`src/rtl/serrp_pkg.sv`:
```
package serrp_pkg;

  typedef enum logic [1:0] {
    ST_IDLE  = 2'd0,
    ST_FIRE  = 2'd1,
    ST_REARM = 2'd2
  } pstate_e;

  // counter width able to hold values 0 .. n-1
  function automatic int cnt_width(input int n);
    return (n <= 2) ? 1 : $clog2(n);
  endfunction

  // re-arm window never shorter than two released clocks
  function automatic int idle_floor(input int n);
    return (n < 2) ? 2 : n;
  endfunction

  // stability count never shorter than two samples
  function automatic int debounce_floor(input int n);
    return (n < 2) ? 2 : n;
  endfunction

endpackage

```
`src/rtl/serrp_sync.sv`:
```
module serrp_sync #(
  parameter int STAGES = 2
) (
  input  logic clk,
  input  logic rst,
  input  logic din,
  output logic dout
);
  localparam int NS = (STAGES < 2) ? 2 : STAGES;

  logic [NS-1:0] chain;

  always_ff @(posedge clk) begin
    if (rst) chain <= '0;
    else     chain <= {chain[NS-2:0], din};
  end

  assign dout = chain[NS-1];
endmodule

```
`src/rtl/serrp_debounce.sv`:
```
module serrp_debounce #(
  parameter int CYCLES = 65536
) (
  input  logic clk,
  input  logic rst,
  input  logic din,
  output logic level,
  output logic press_evt
);
  localparam int N  = serrp_pkg::debounce_floor(CYCLES);
  localparam int CW = serrp_pkg::cnt_width(N);
  localparam logic [CW-1:0] LAST = CW'(N - 1);

  logic [CW-1:0] cnt;

  always_ff @(posedge clk) begin
    if (rst) begin
      level     <= 1'b0;
      cnt       <= '0;
      press_evt <= 1'b0;
    end else begin
      press_evt <= 1'b0;
      if (din == level) begin
        cnt <= '0;
      end else if (cnt == LAST) begin
        level     <= din;
        cnt       <= '0;
        press_evt <= din;
      end else begin
        cnt <= cnt + 1'b1;
      end
    end
  end
endmodule

```
`src/rtl/serrp_pulse_ctrl.sv`:
```
module serrp_pulse_ctrl
  import serrp_pkg::*;
#(
  parameter int IDLE_CYCLES  = 2,
  parameter bit HOLD_PENDING = 1'b1
) (
  input  logic clk,
  input  logic rst,
  input  logic press_evt,
  output logic fire,
  output logic rearm_last,
  output logic pending
);
  localparam int IW = idle_floor(IDLE_CYCLES);
  localparam int CW = cnt_width(IW);
  localparam logic [CW-1:0] LOAD = CW'(IW - 1);

  pstate_e       state, state_d;
  logic [CW-1:0] cnt, cnt_d;
  logic          pending_d;
  logic          busy;

  assign busy       = (state != ST_IDLE);
  assign rearm_last = (state == ST_REARM) && (cnt == '0);

  always_comb begin
    state_d   = state;
    cnt_d     = cnt;
    pending_d = pending;
    if (HOLD_PENDING && busy && press_evt) pending_d = 1'b1;
    unique case (state)
      ST_IDLE: if (press_evt) state_d = ST_FIRE;
      ST_FIRE: begin
        state_d = ST_REARM;
        cnt_d   = LOAD;
      end
      ST_REARM: begin
        if (cnt == '0) begin
          if (HOLD_PENDING && (pending || press_evt)) state_d = ST_FIRE;
          else                                        state_d = ST_IDLE;
        end else begin
          cnt_d = cnt - 1'b1;
        end
      end
      default: state_d = ST_IDLE;
    endcase
    if (state_d == ST_FIRE) pending_d = 1'b0;
  end

  always_ff @(posedge clk) begin
    if (rst) begin
      state   <= ST_IDLE;
      cnt     <= '0;
      pending <= 1'b0;
    end else begin
      state   <= state_d;
      cnt     <= cnt_d;
      pending <= pending_d;
    end
  end

  assign fire = (state == ST_FIRE);
endmodule

```
`src/rtl/serr_pulser.sv`:
```
module serr_pulser #(
  parameter int SYNC_STAGES     = 2,
  parameter int DEBOUNCE_CYCLES = 65536,
  parameter int IDLE_CYCLES     = 2,
  parameter bit HOLD_PENDING    = 1'b1
) (
  input  logic clk,
  input  logic rst,
  input  logic btn_raw,
  output logic pad_oe,
  output logic pad_do
);
  localparam int IDLE_EFF = serrp_pkg::idle_floor(IDLE_CYCLES);

  logic btn_sync;
  logic db_level;
  logic press_evt;
  logic rearm_last;
  logic pending;
  logic fire;

  serrp_sync #(.STAGES(SYNC_STAGES)) u_sync (
    .clk  (clk),
    .rst  (rst),
    .din  (btn_raw),
    .dout (btn_sync)
  );

  serrp_debounce #(.CYCLES(DEBOUNCE_CYCLES)) u_debounce (
    .clk       (clk),
    .rst       (rst),
    .din       (btn_sync),
    .level     (db_level),
    .press_evt (press_evt)
  );

  serrp_pulse_ctrl #(
    .IDLE_CYCLES  (IDLE_EFF),
    .HOLD_PENDING (HOLD_PENDING)
  ) u_ctrl (
    .clk        (clk),
    .rst        (rst),
    .press_evt  (press_evt),
    .fire       (fire),
    .rearm_last (rearm_last),
    .pending    (pending)
  );

  assign pad_oe = fire;
  assign pad_do = 1'b0;
endmodule

```
`config.mk`:
```
export PLATFORM = sky130hd
export DESIGN_NAME = serr_pulser
export DESIGN_NICKNAME = d
export VERILOG_FILES = /design/src/rtl/serrp_pkg.sv /design/src/rtl/serrp_sync.sv /design/src/rtl/serrp_debounce.sv /design/src/rtl/serrp_pulse_ctrl.sv /design/src/rtl/serr_pulser.sv
export SDC_FILE = /design/constraint.sdc
export NUM_CORES = 1
export LEC_CHECK = 0
export BUFFER_PORTS_ARGS = -buffer_cell sky130_fd_sc_hd__buf_2
export CAP_MARGIN = 20
export CORE_AREA = 3 3 59 61
export DETAILED_ROUTE_END_ITERATION = 7
export DIE_AREA = 0 0 62 64
export PLACE_DENSITY_LB_ADDON = 0.1
export SKIP_LAST_GASP = 1
export SLEW_MARGIN = 20
export SYNTH_ARGS = -nofsm -noshare
export SYNTH_HDL_FRONTEND = slang
export SYNTH_SLANG_ARGS = --single-unit
```
`constraint.sdc`:
```
create_clock -name clk -period 2.2 [get_ports clk]
set_input_delay 0.22 -clock clk [delete_from_list [all_inputs] [get_ports clk]]
set_output_delay 0.22 -clock clk [all_outputs]
set_load 0.03 [all_outputs]
```
==> results of run 1 <==
worst max-delay path, stage by stage (launching register included):
cell and delay [ns]:
dfxtp_1 0.41, ha_1 0.22, nand3_2 0.18, nor4_4 0.37, or2_4 0.27, nor2_1 0.07
stage by stage:
| step | cell area, um2 | std cells | utilization, % |
|---|---|---|---|
| finish | 1180 | 163 | 39.1 |
| global route | 1180 | 163 | 39.1 |
| CTS | 1180 | 163 | 39.1 |
| detailed placement | 1130 | 159 | 37.4 |
| global placement | 1130 | 159 | 37.4 |
| floorplan | 1080 | 115 | - |
flip-flops by register name, summed over array words and instances (netlist names):
signal and cells:
u_ctrl.cnt 1, u_ctrl.pending 1, u_ctrl.state 2, u_debounce.cnt 16, u_debounce.level 1, u_debounce.press_evt 1, u_sync.chain 2
cell usage in the layout (no fill, tap or decap), types with 2 or more instances in the layout:
cell       n
a211oi_1   2
nand2b_1   2
nor3_1     5
nor2b_1    2
nand2_1    6
o21ai_0    2
dfxtp_1   24
ha_1       5
inv_1      7
nor2_1    20
buf_2      3
nor4_1     3
xor2_1     5
a21oi_1    2
xnor2_1   10
nand3_1    3
clkbuf_4   3
nand4_1    3
metal layers:
layer / share of wire (%) / GRT usage (%) / wire, um / vias up
met1: 47 / 12.9 / 818 / 350
li1: - / - / - / 390
met4: 1.9 / 5.57 / 34 / 0
met2: 48 / 16.7 / 847 / 7
met3: 3.0 / 3.03 / 53 / 4
met5: 0 / 0 / 0 / -
kinds of logic (layout without fill, tap and decap cells):
kind of cell	after synthesis	after routing	share of synthesized area, %
simple gates	51	51	27.2
other cells	1	1	0.346
flops	24	24	44.3
mux	1	1	0.923
buf+inv	10	14	4.50
fa+ha+maj	5	5	5.77
compound gates	8	8	4.84
xor+xnor	15	15	12.1
Yosys cell counts:
| cell type | instances | area share, % |
|---|---|---|
| a211oi_1 | 2 | 1.4 |
| buf_4 | 1 | 0.69 |
| or2_4 | 1 | 0.81 |
| a311oi_1 | 1 | 0.81 |
| dfxtp_1 | 24 | 44 |
| a21oi_1 | 2 | 0.92 |
| conb_1 | 1 | 0.35 |
| and4_1 | 1 | 0.81 |
| nand2b_1 | 2 | 1.2 |
| nor2b_1 | 2 | 1.2 |
| xor2_1 | 5 | 4.0 |
| nor3_1 | 5 | 2.3 |
| o21ai_0 | 2 | 0.92 |
| nor4_4 | 1 | 2.0 |
| buf_6 | 1 | 1.0 |
| nand3_2 | 1 | 0.92 |
| clkbuf_1 | 1 | 0.35 |
| nand4_1 | 3 | 1.7 |
| and4bb_2 | 1 | 1.2 |
| inv_1 | 7 | 2.4 |
| xnor2_1 | 10 | 8.1 |
| nor4_1 | 3 | 1.7 |
| o311ai_0 | 1 | 0.81 |
| nand3_1 | 3 | 1.4 |
| nor2_1 | 20 | 6.9 |
| nand4_4 | 1 | 2.0 |
| nand4_2 | 1 | 1.2 |
| ha_1 | 5 | 5.8 |
| nand2_1 | 6 | 2.1 |
| mux2i_1 | 1 | 0.92 |
final cells by class:
cell class,instances,share of cell area (%)
Tap cell,44,4.65
Timing Repair Buffer,3,1.27
Clock buffer,3,1.90
Sequential cell,24,40.5
Multi-Input combinational cell,81,46.9
Inverter,7,2.22
Clock inverter,1,2.53
power breakdown:
part | switching (mW) | internal, mW | leakage [nW] | total, mW
combinational | 0.00799 | 0.00402 | 0.190 | 0.0120
clock | 0.135 | 0.184 | 0.0279 | 0.319
sequential | 0.00132 | 0.437 | 0.194 | 0.438
final timing paths:
kind                            cells past startpoint               from  slack (ns)                 to
worst max-delay path                                5  u_debounce.cnt[0]        0.60  u_debounce.cnt[7]
worst min-delay path                                2            btn_raw         0.1    u_sync.chain[0]
worst min register to register                      1    u_sync.chain[0]        0.46    u_sync.chain[1]
worst max register to register                      5  u_debounce.cnt[0]        0.60  u_debounce.cnt[7]
==> results.py, run 1 <==
metrics = {
    "sta": {
        "slew_violations": 0,
        "fin_ws_ns": 0.597,
        "rsz0062_at_grt": "no",
        "skew_ns": 0.00709,
        "period_needed_ns": 1.60,
        "hold_viol_final": 0,
        "setup_viol": 0,
        "setup-tns-final_ns": 0,
        "fmax_ghz": 0.624,
        "finalCritPeriodShare_pct": 72.9,
        "hold_ws_ns": 0.0978,
    },
    "routing": {
        "firstDrtPassIters": 3,
        "vias_per_cell": 4.61,
        "drt_iter0_markers": 19,
        "drcViolationCount": 0,
        "vias": 751,
        "routedWlPerCell_um": 10.8,
        "antenna_left": 0,
        "wirelength_um": 1750,
    },
    "logic_synthesis": {
        "syn_inst": 115,
        "seq_area_frac_synth_pct": 44.3,
        "synth_cell_types": 30,
        "syn-cell-area_um2": 1080,
        "yosysWarnings": 0,
        "yosys_register_bits": 24,
        "syn_avg_cell_area_um2": 9.43,
        "syn_nets": 123,
    },
    "setup_path": {
        "crit_type": "register to register",
        "cp_max_fo": 13,
        "arrival_ns": 1.82,
        "critPathLaunchType": "register",
        "end_kind": "register",
        "worst_ep_required_time_ns": 2.42,
    },
    "clock_tree": {
        "cts_sinks": 24,
        "cts_root_buf": "clkbuf_4",
        "post_cts.repair.setup_buffers": 0,
        "cts_buffers": 3,
        "htree_levels": 1,
        "cts_tree": "done",
        "cts_buffer_depth": 2,
        "hold_buffers": 0,
        "cts_resized": 0,
        "worst_skew_pair.late_latency_ns": 0.32,
        "clk_pin_slew_worst_paths_ns": 0.14,
    },
    "placed_design": {
        "gp_congestion": 0.694,
        "post-place-ws_ns": 0.593,
        "place_hpwl_um": 1270,
        "port_buffers": 3,
    },
    "power": {
        "ir_drop_uv": 257,
        "p_total_mw": 0.769,
        "p_leak_nw": 0.412,
        "p_per_area_nw_per_um2": 649,
    },
    "die": {
        "core_area_um2": 3030,
        "rows": 20,
        "fp.dieW_um": 62,
        "ios": 5,
        "die_h_um": 64,
        "dieArea_um2": 3970,
        "start_util_pct": 35.8,
    },
    "cells_and_area": {
        "regArea_um2": 480,
        "fillers": 327,
        "multi_input_area_um2": 556,
        "syn_to_final_growth_pct": 9.23,
        "layout-drive-gt1-share_pct": 10.9,
        "antennaDiodeCount": 0,
        "fin_nets": 128,
    },
    "status": {
        "status": "complete, no violations",
    },
    "run": {
        "max-cap-violations": 0,
    },
    "grt": {
        "grt_usage_pct": 10.7,
        "grt_pass1_wl_um": 3220,
        "antenna_found_initial": 0,
        "gr-total-overflow": 0,
        "grt_pass1_vias": 769,
        "grt_max_degree": 15,
    },
    "worst_hold_path": {
        "worstHoldPathType": "input pin to register",
    },
}
Note: power is estimated with default switching activity, not from simulation.
==> run 2: changes to the inputs <==
ABC_AREA = 1   (was not set)
CORE_AREA = 3 3 63 65   (was 3 3 59 61)
DIE_AREA = 0 0 66 68   (was 0 0 62 64)
clock period = 1.65 ns   (was 2.2 ns; I/O delays follow)
==> run 2 against run 1 <==
Net effect:
- via count increased by 36%
- critical path depth increased by 3
- clock skew decreased by 0.0024 ns
- die area increased by 13%
- worst setup slack got worse by 0.38 ns
- sequential share of layout area decreased by 5.2 points
- count of clock-buffer cells in the layout unchanged
- core utilization increased by 0.99 points
- clock power increased by 34%
- final cell count increased by 34%
- global-route usage increased by 1.9 points
==> results.py, run 2 <==
metrics = {
    "die": {
        "die_h_um": 68,
        "fp.dieW_um": 66,
        "start_util_pct": 37.0,
        "core_area_um2": 3390,
        "dieArea_um2": 4490,
        "ios": 5,
        "rows": 21,
    },
    "routing": {
        "wirelength_um": 2330,
        "drt_iter0_markers": 18,
        "vias": 1024,
        "routedWlPerCell_um": 10.7,
        "drcViolationCount": 0,
        "firstDrtPassIters": 4,
        "vias_per_cell": 4.68,
        "antenna_left": 0,
    },
    "setup_path": {
        "arrival_ns": 1.65,
        "cp-startpoint": "u_debounce.cnt[0]",
        "ff2ff_path_depth": 8,
        "worst_ep_required_time_ns": 1.86,
        "crit_type": "register to register",
        "critPathLaunchType": "register",
        "cp_max_fo": 15,
        "end_kind": "register",
        "r2r_start": "u_debounce.cnt[0]",
        "reg2reg_slack_ns": 0.21,
        "r2r-end": "u_debounce.cnt[3]",
    },
    "sta": {
        "slew_violations": 0,
        "finalCritPeriodShare_pct": 87.0,
        "setup_viol": 0,
        "period_needed_ns": 1.44,
        "setup-tns-final_ns": 0,
        "fin_ws_ns": 0.214,
        "hold_viol_final": 0,
        "rsz0062_at_grt": "no",
        "skew_ns": 0.00465,
        "fmax_ghz": 0.696,
    },
    "cells_and_area": {
        "syn_to_final_growth_pct": 8.59,
        "layout-drive-gt1-share_pct": 16.2,
        "largest_register_ffs": 16,
        "mostFrequentLayoutCell": "nand2_1",
        "final_cell_mix": "nand2_1, dfxtp_1, inv_1",
        "final_cells": 219,
        "top_regs": "u_debounce.cnt x16, u_ctrl.state x2, u_sync.chain x2",
        "regMostFlops": "u_debounce.cnt",
        "antennaDiodeCount": 0,
        "fin_nets": 182,
    },
    "placed_design": {
        "post-place-ws_ns": 0.226,
        "gp_congestion": 0.756,
        "place_hpwl_um": 1870,
        "dp_cells": 214,
        "port_buffers": 3,
    },
    "worst_hold_path": {
        "hp-start": "btn_raw",
        "min_to": "u_sync.chain[0]",
        "worstHoldPathType": "input pin to register",
        "hold_depth": 3,
    },
    "grt": {
        "grt_pass1_vias": 1008,
        "grt_pass1_wl_um": 4340,
        "grt_max_degree": 16,
        "grt_usage_pct": 12.7,
        "gr-total-overflow": 0,
        "antenna_found_initial": 0,
    },
    "logic_synthesis": {
        "synth_top_area_share_pct": 38.4,
        "seq_area_frac_synth_pct": 38.4,
        "syn-cell-area_um2": 1250,
        "syn_nets": 175,
        "yosys_register_bits": 24,
        "yosys.area.top_type": "dfxtp_1",
        "syn_inst": 167,
        "async_reset_ff_share_pct": 0,
        "synthTopCellsByArea": "dfxtp_1, nand2_1, inv_1",
        "syn_avg_cell_area_um2": 7.50,
        "synth_cell_types": 24,
        "yosys.cell_count.top_type": "nand2_1",
        "synthTopCellsByCount": "nand2_1, dfxtp_1, inv_1",
        "synth_edf_count": 0,
        "synth_top_flop_cell": "dfxtp_1",
        "yosysWarnings": 0,
    },
    "clock_tree": {
        "cts_tree": "done",
        "cts_buffers": 3,
        "htree_levels": 1,
        "clk_pin_slew_worst_paths_ns": 0.14,
        "cts_buffer_depth": 2,
        "cts_sinks": 24,
        "cts_resized": 0,
        "worst_skew_pair.late_latency_ns": 0.32,
        "cts_root_buf": "clkbuf_4",
    },
    "run": {
        "max-cap-violations": 0,
    },
    "power": {
        "p_leak_nw": 0.470,
        "ir_drop_uv": 335,
        "p_per_area_nw_per_um2": 762,
        "p_total_mw": 1.04,
    },
    "status": {
        "status": "complete, no violations",
    },
}
[run 2: changes by cell type after synthesis, sizes merged, moves of 7 or more]
cell,delta
a21oi,+7
xnor2,-7
nand2,+23
inv,+17
nand3,+13
nor2,+14
[run 2: cells by family (layout without fill, tap and decap cells)]
logic type | after synthesis | in the layout | share of synthesized area (%)
and+or+nand+nor | 89 | 89 | 35.6
AOI/OAI and AO/OA | 16 | 16 | 7.19
other | 1 | 1 | 0.299
buffers and inverters | 26 | 32 | 9.39
xor gates and xnor gates | 6 | 6 | 4.20
adders and majority gates | 5 | 5 | 5.00
DFF | 24 | 24 | 38.4
[run 2: worst max path at each step]
stage	depth (start not counted)	to	slack, ns
after CTS	8	u_debounce.cnt[3]	0.19
after detailed placement	8	u_debounce.cnt[3]	0.23
final	8	u_debounce.cnt[3]	0.21
after global placement	8	u_debounce.cnt[4]	0.28
after global routing	8	u_debounce.cnt[3]	0.006
after floorplan	9	u_debounce.cnt[12]	0.33
[run 2: repair_timing]
action,in CTS,in global routing
hold endpoints to repair,2,0
hold buffers,1,0
setup buffers,0,0
[run 2: layout make-up]
class / count / area [um2]
clock buffers: 3 / 22.5
clock inverters: 1 / 30.0
fillers: 360 / 2030
inverters: 24 / 90.1
multi-input cells: 117 / 654
flip-flops and latches: 24 / 480
well taps: 46 / 57.6
repair buffers: 4 / 25.0
[run 2: per-stage QoR]
stage	hold slack [ns]	area, um2	utilization, %
floorplan	0.236	1250	-
global placement	0.355	1300	38.3
detailed placement	0.362	1300	38.3
CTS	0.0237	1360	40.1
global route	0.00791	1360	40.1
finish	0.0369	1360	40.1
[run 2: routing by layer]
metal	vias to the layer above	GRT usage [%]	wire length (um)
met2	9	22.8	1180
met1	468	14.7	1070
met3	4	2.46	51
met5	-	0	0
li1	543	-	-
met4	0	5.33	32
[run 2: power by group]
group | internal (mW) | leakage (nW) | switching (mW) | total [mW]
clock | 0.246 | 0.0279 | 0.183 | 0.429
sequential | 0.583 | 0.194 | 0.00194 | 0.584
combinational | 0.00697 | 0.248 | 0.0158 | 0.0227
total | 0.835 | 0.470 | 0.201 | 1.04
[run 2: critical path, cell delays in order (launching register included)]
cell and delay (ns):
dfxtp_1 0.39, ha_1 0.21, nand2_1 0.08, nor2_2 0.13, nand2_2 0.10, inv_2 0.07
nand2_2 0.06, nand3_4 0.20, a21oi_1 0.07
==> run 3: changes to the inputs <==
CORE_AREA = 10 10 70 72   (was 3 3 63 65)
CTS_BUF_LIST = sky130_fd_sc_hd__clkbuf_4 sky130_fd_sc_hd__clkbuf_8   (was not set)
DIE_AREA = 0 0 80 82   (was 0 0 66 68)
==> run 3 against run 2 <==
Net effect:
- critical path depth is the same
- non-clock buffer count shrank 1
- die area grew 46%
- highest routed layer unchanged
- largest cell class unchanged
- register-to-register slack is essentially flat
- worst setup slack lost 0.011 ns
- global-route usage shrank 4.8 points
- clock power shrank 28%
- first-iteration DRC count grew 39%
- power shrank 12%
==> results.py, run 3 (synthesized netlist as in run 2, its figures left out) <==
metrics = {
    "cells_and_area": {
        "final_cell_mix": "nand2_1, dfxtp_1, inv_1",
        "largest_register_ffs": 16,
        "multi_input_area_um2": 654,
        "syn_to_final_growth_pct": 6.69,
        "mostFrequentLayoutCell": "nand2_1",
        "regMostFlops": "u_debounce.cnt",
        "top_regs": "u_debounce.cnt x16, u_ctrl.state x2, u_sync.chain x2",
        "fin_nets": 181,
        "antennaDiodeCount": 0,
        "layout-drive-gt1-share_pct": 16.3,
        "fillers": 394,
        "regArea_um2": 480,
    },
    "setup_path": {
        "reg2reg_slack_ns": 0.20,
        "r2r-end": "u_debounce.cnt[3]",
        "end_kind": "register",
        "cp_max_fo": 15,
        "ff2ff_path_depth": 8,
        "crit_type": "register to register",
        "worst_ep_required_time_ns": 1.86,
        "slowest_stage": "dfxtp_1",
        "crit_chain": "ha_1, nand2_1, nor2_2, nand2_2, inv_2, nand2_2, nand3_4, a21oi_1",
        "r2r_start": "u_debounce.cnt[0]",
        "crit_top_cell": "nand2_2",
        "cpPeakStageDelay_ns": 0.39,
        "cp_num_buf_inv": 1,
        "crit_family": "simple AND/OR/NAND/NOR gates",
        "arrival_ns": 1.66,
        "critPathLaunchType": "register",
    },
    "power": {
        "p_leak_nw": 0.458,
        "p_seq_share_pct": 63.8,
        "p_per_area_nw_per_um2": 685,
        "switching_share_pct": 21.1,
        "p_clk_share_pct": 33.9,
        "ir_drop_uv": 268,
        "comb_power_share_pct": 2.3,
        "power_switching_mw": 0.193,
        "internal_power_mw": 0.723,
    },
    "grt": {
        "grt_pass1_wl_um": 4120,
        "grt_usage_pct": 7.82,
        "gr-total-overflow": 0,
        "antenna_found_initial": 0,
        "grt_max_degree": 16,
        "grt_pass1_vias": 935,
    },
    "sta": {
        "setup_viol": 0,
        "hold_ws_ns": 0.0148,
        "hold_viol_final": 0,
        "skew_ns": 0.00296,
        "setup-tns-final_ns": 0,
        "slew_violations": 0,
        "finalCritPeriodShare_pct": 87.7,
        "period_needed_ns": 1.45,
        "rsz0062_at_grt": "no",
        "fmax_ghz": 0.691,
    },
    "worst_hold_path": {
        "worstHoldPathType": "input pin to register",
        "min_to": "u_sync.chain[0]",
        "hold_depth": 2,
        "hp-start": "rst",
    },
    "routing": {
        "antenna_left": 0,
        "vias": 1003,
        "firstDrtPassIters": 4,
        "drcViolationCount": 0,
        "routedWlPerCell_um": 10.4,
        "drt_iter0_markers": 25,
        "wirelength_um": 2280,
        "vias_per_cell": 4.56,
    },
    "clock_tree": {
        "cts_buffer_depth": 2,
        "hold_buffers": 0,
        "clk_pin_slew_worst_paths_ns": 0.13,
        "cts_root_buf": "clkbuf_4",
        "post_cts.repair.setup_buffers": 0,
        "worst_skew_pair.late_latency_ns": 0.32,
        "cts_resized": 0,
        "cts_sinks": 24,
        "cts_tree": "done",
        "htree_levels": 1,
        "cts_buffers": 3,
    },
    "die": {
        "rows": 22,
        "dieArea_um2": 6560,
        "start_util_pct": 35.0,
        "fp.dieW_um": 80,
        "core_area_um2": 3580,
        "ios": 5,
        "die_h_um": 82,
    },
    "placed_design": {
        "port_buffers": 3,
        "place_hpwl_um": 1830,
        "gp_congestion": 0.789,
    },
    "run": {
        "max-cap-violations": 0,
    },
    "status": {
        "status": "complete, no violations",
    },
}
## run 3: through the flow
step | instance area (um2) | setup WS [ns] | util (%) | power (mW) | cells
CTS | 1340 | 0.179 | 37.3 | 0.932 | 220
detailed placement | 1300 | 0.196 | 36.3 | 0.619 | 216
global placement | 1300 | 0.254 | 36.3 | 0.618 | 216
finish | 1340 | 0.203 | 37.3 | 0.916 | 220
global route | 1340 | 0.0210 | 37.3 | 0.959 | 220
floorplan | 1250 | 0.328 | - | 0.617 | 167
## run 3: worst max path at each step
stage,end,from,cells after the start
CTS,u_debounce.cnt[11],u_debounce.cnt[0],8
finish,u_debounce.cnt[3],u_debounce.cnt[0],8
global placement,u_debounce.cnt[15],u_debounce.cnt[0],8
floorplan,u_debounce.cnt[12],u_debounce.cnt[0],9
detailed placement,u_debounce.cnt[3],u_debounce.cnt[0],8
global route,u_debounce.cnt[3],u_debounce.cnt[0],8
## run 3: routing by layer
| metal | part of all wire [%] | vias up | routed length, um | global-route usage, % |
|---|---|---|---|---|
| met5 | 0 | - | 0 | 0 |
| met4 | 2.1 | 0 | 48 | 3.70 |
| met3 | 3.8 | 5 | 87 | 1.86 |
| met2 | 44 | 12 | 1010 | 12.4 |
| met1 | 50 | 448 | 1130 | 9.75 |
| li1 | - | 538 | - | - |
## run 3: area by class of cell
cell class                      count  share of cell area [%]
Tap cell                           48                    4.49
Multi-Input combinational cell    117                    49.0
Clock buffer                        4                    2.72
Timing Repair Buffer                3                    1.12
Inverter                           24                    6.74
Sequential cell                    24                    36.0
## run 3: power groups by stage
stage	registers, mW	clock network [mW]	logic (mW)
floorplan	0.597	0	0.0199
global placement	0.597	0	0.0211
global route	0.586	0.349	0.0242
finish	0.584	0.310	0.0211
CTS	0.585	0.326	0.0215
detailed placement	0.597	0	0.0212
## run 3: worst register-to-register path, stage by stage (launching register included)
cell and delay [ns]:
dfxtp_1 0.39, ha_1 0.22, nand2_1 0.08, nor2_2 0.14, nand2_2 0.10, inv_2 0.07
nand2_2 0.06, nand3_4 0.21, a21oi_1 0.08
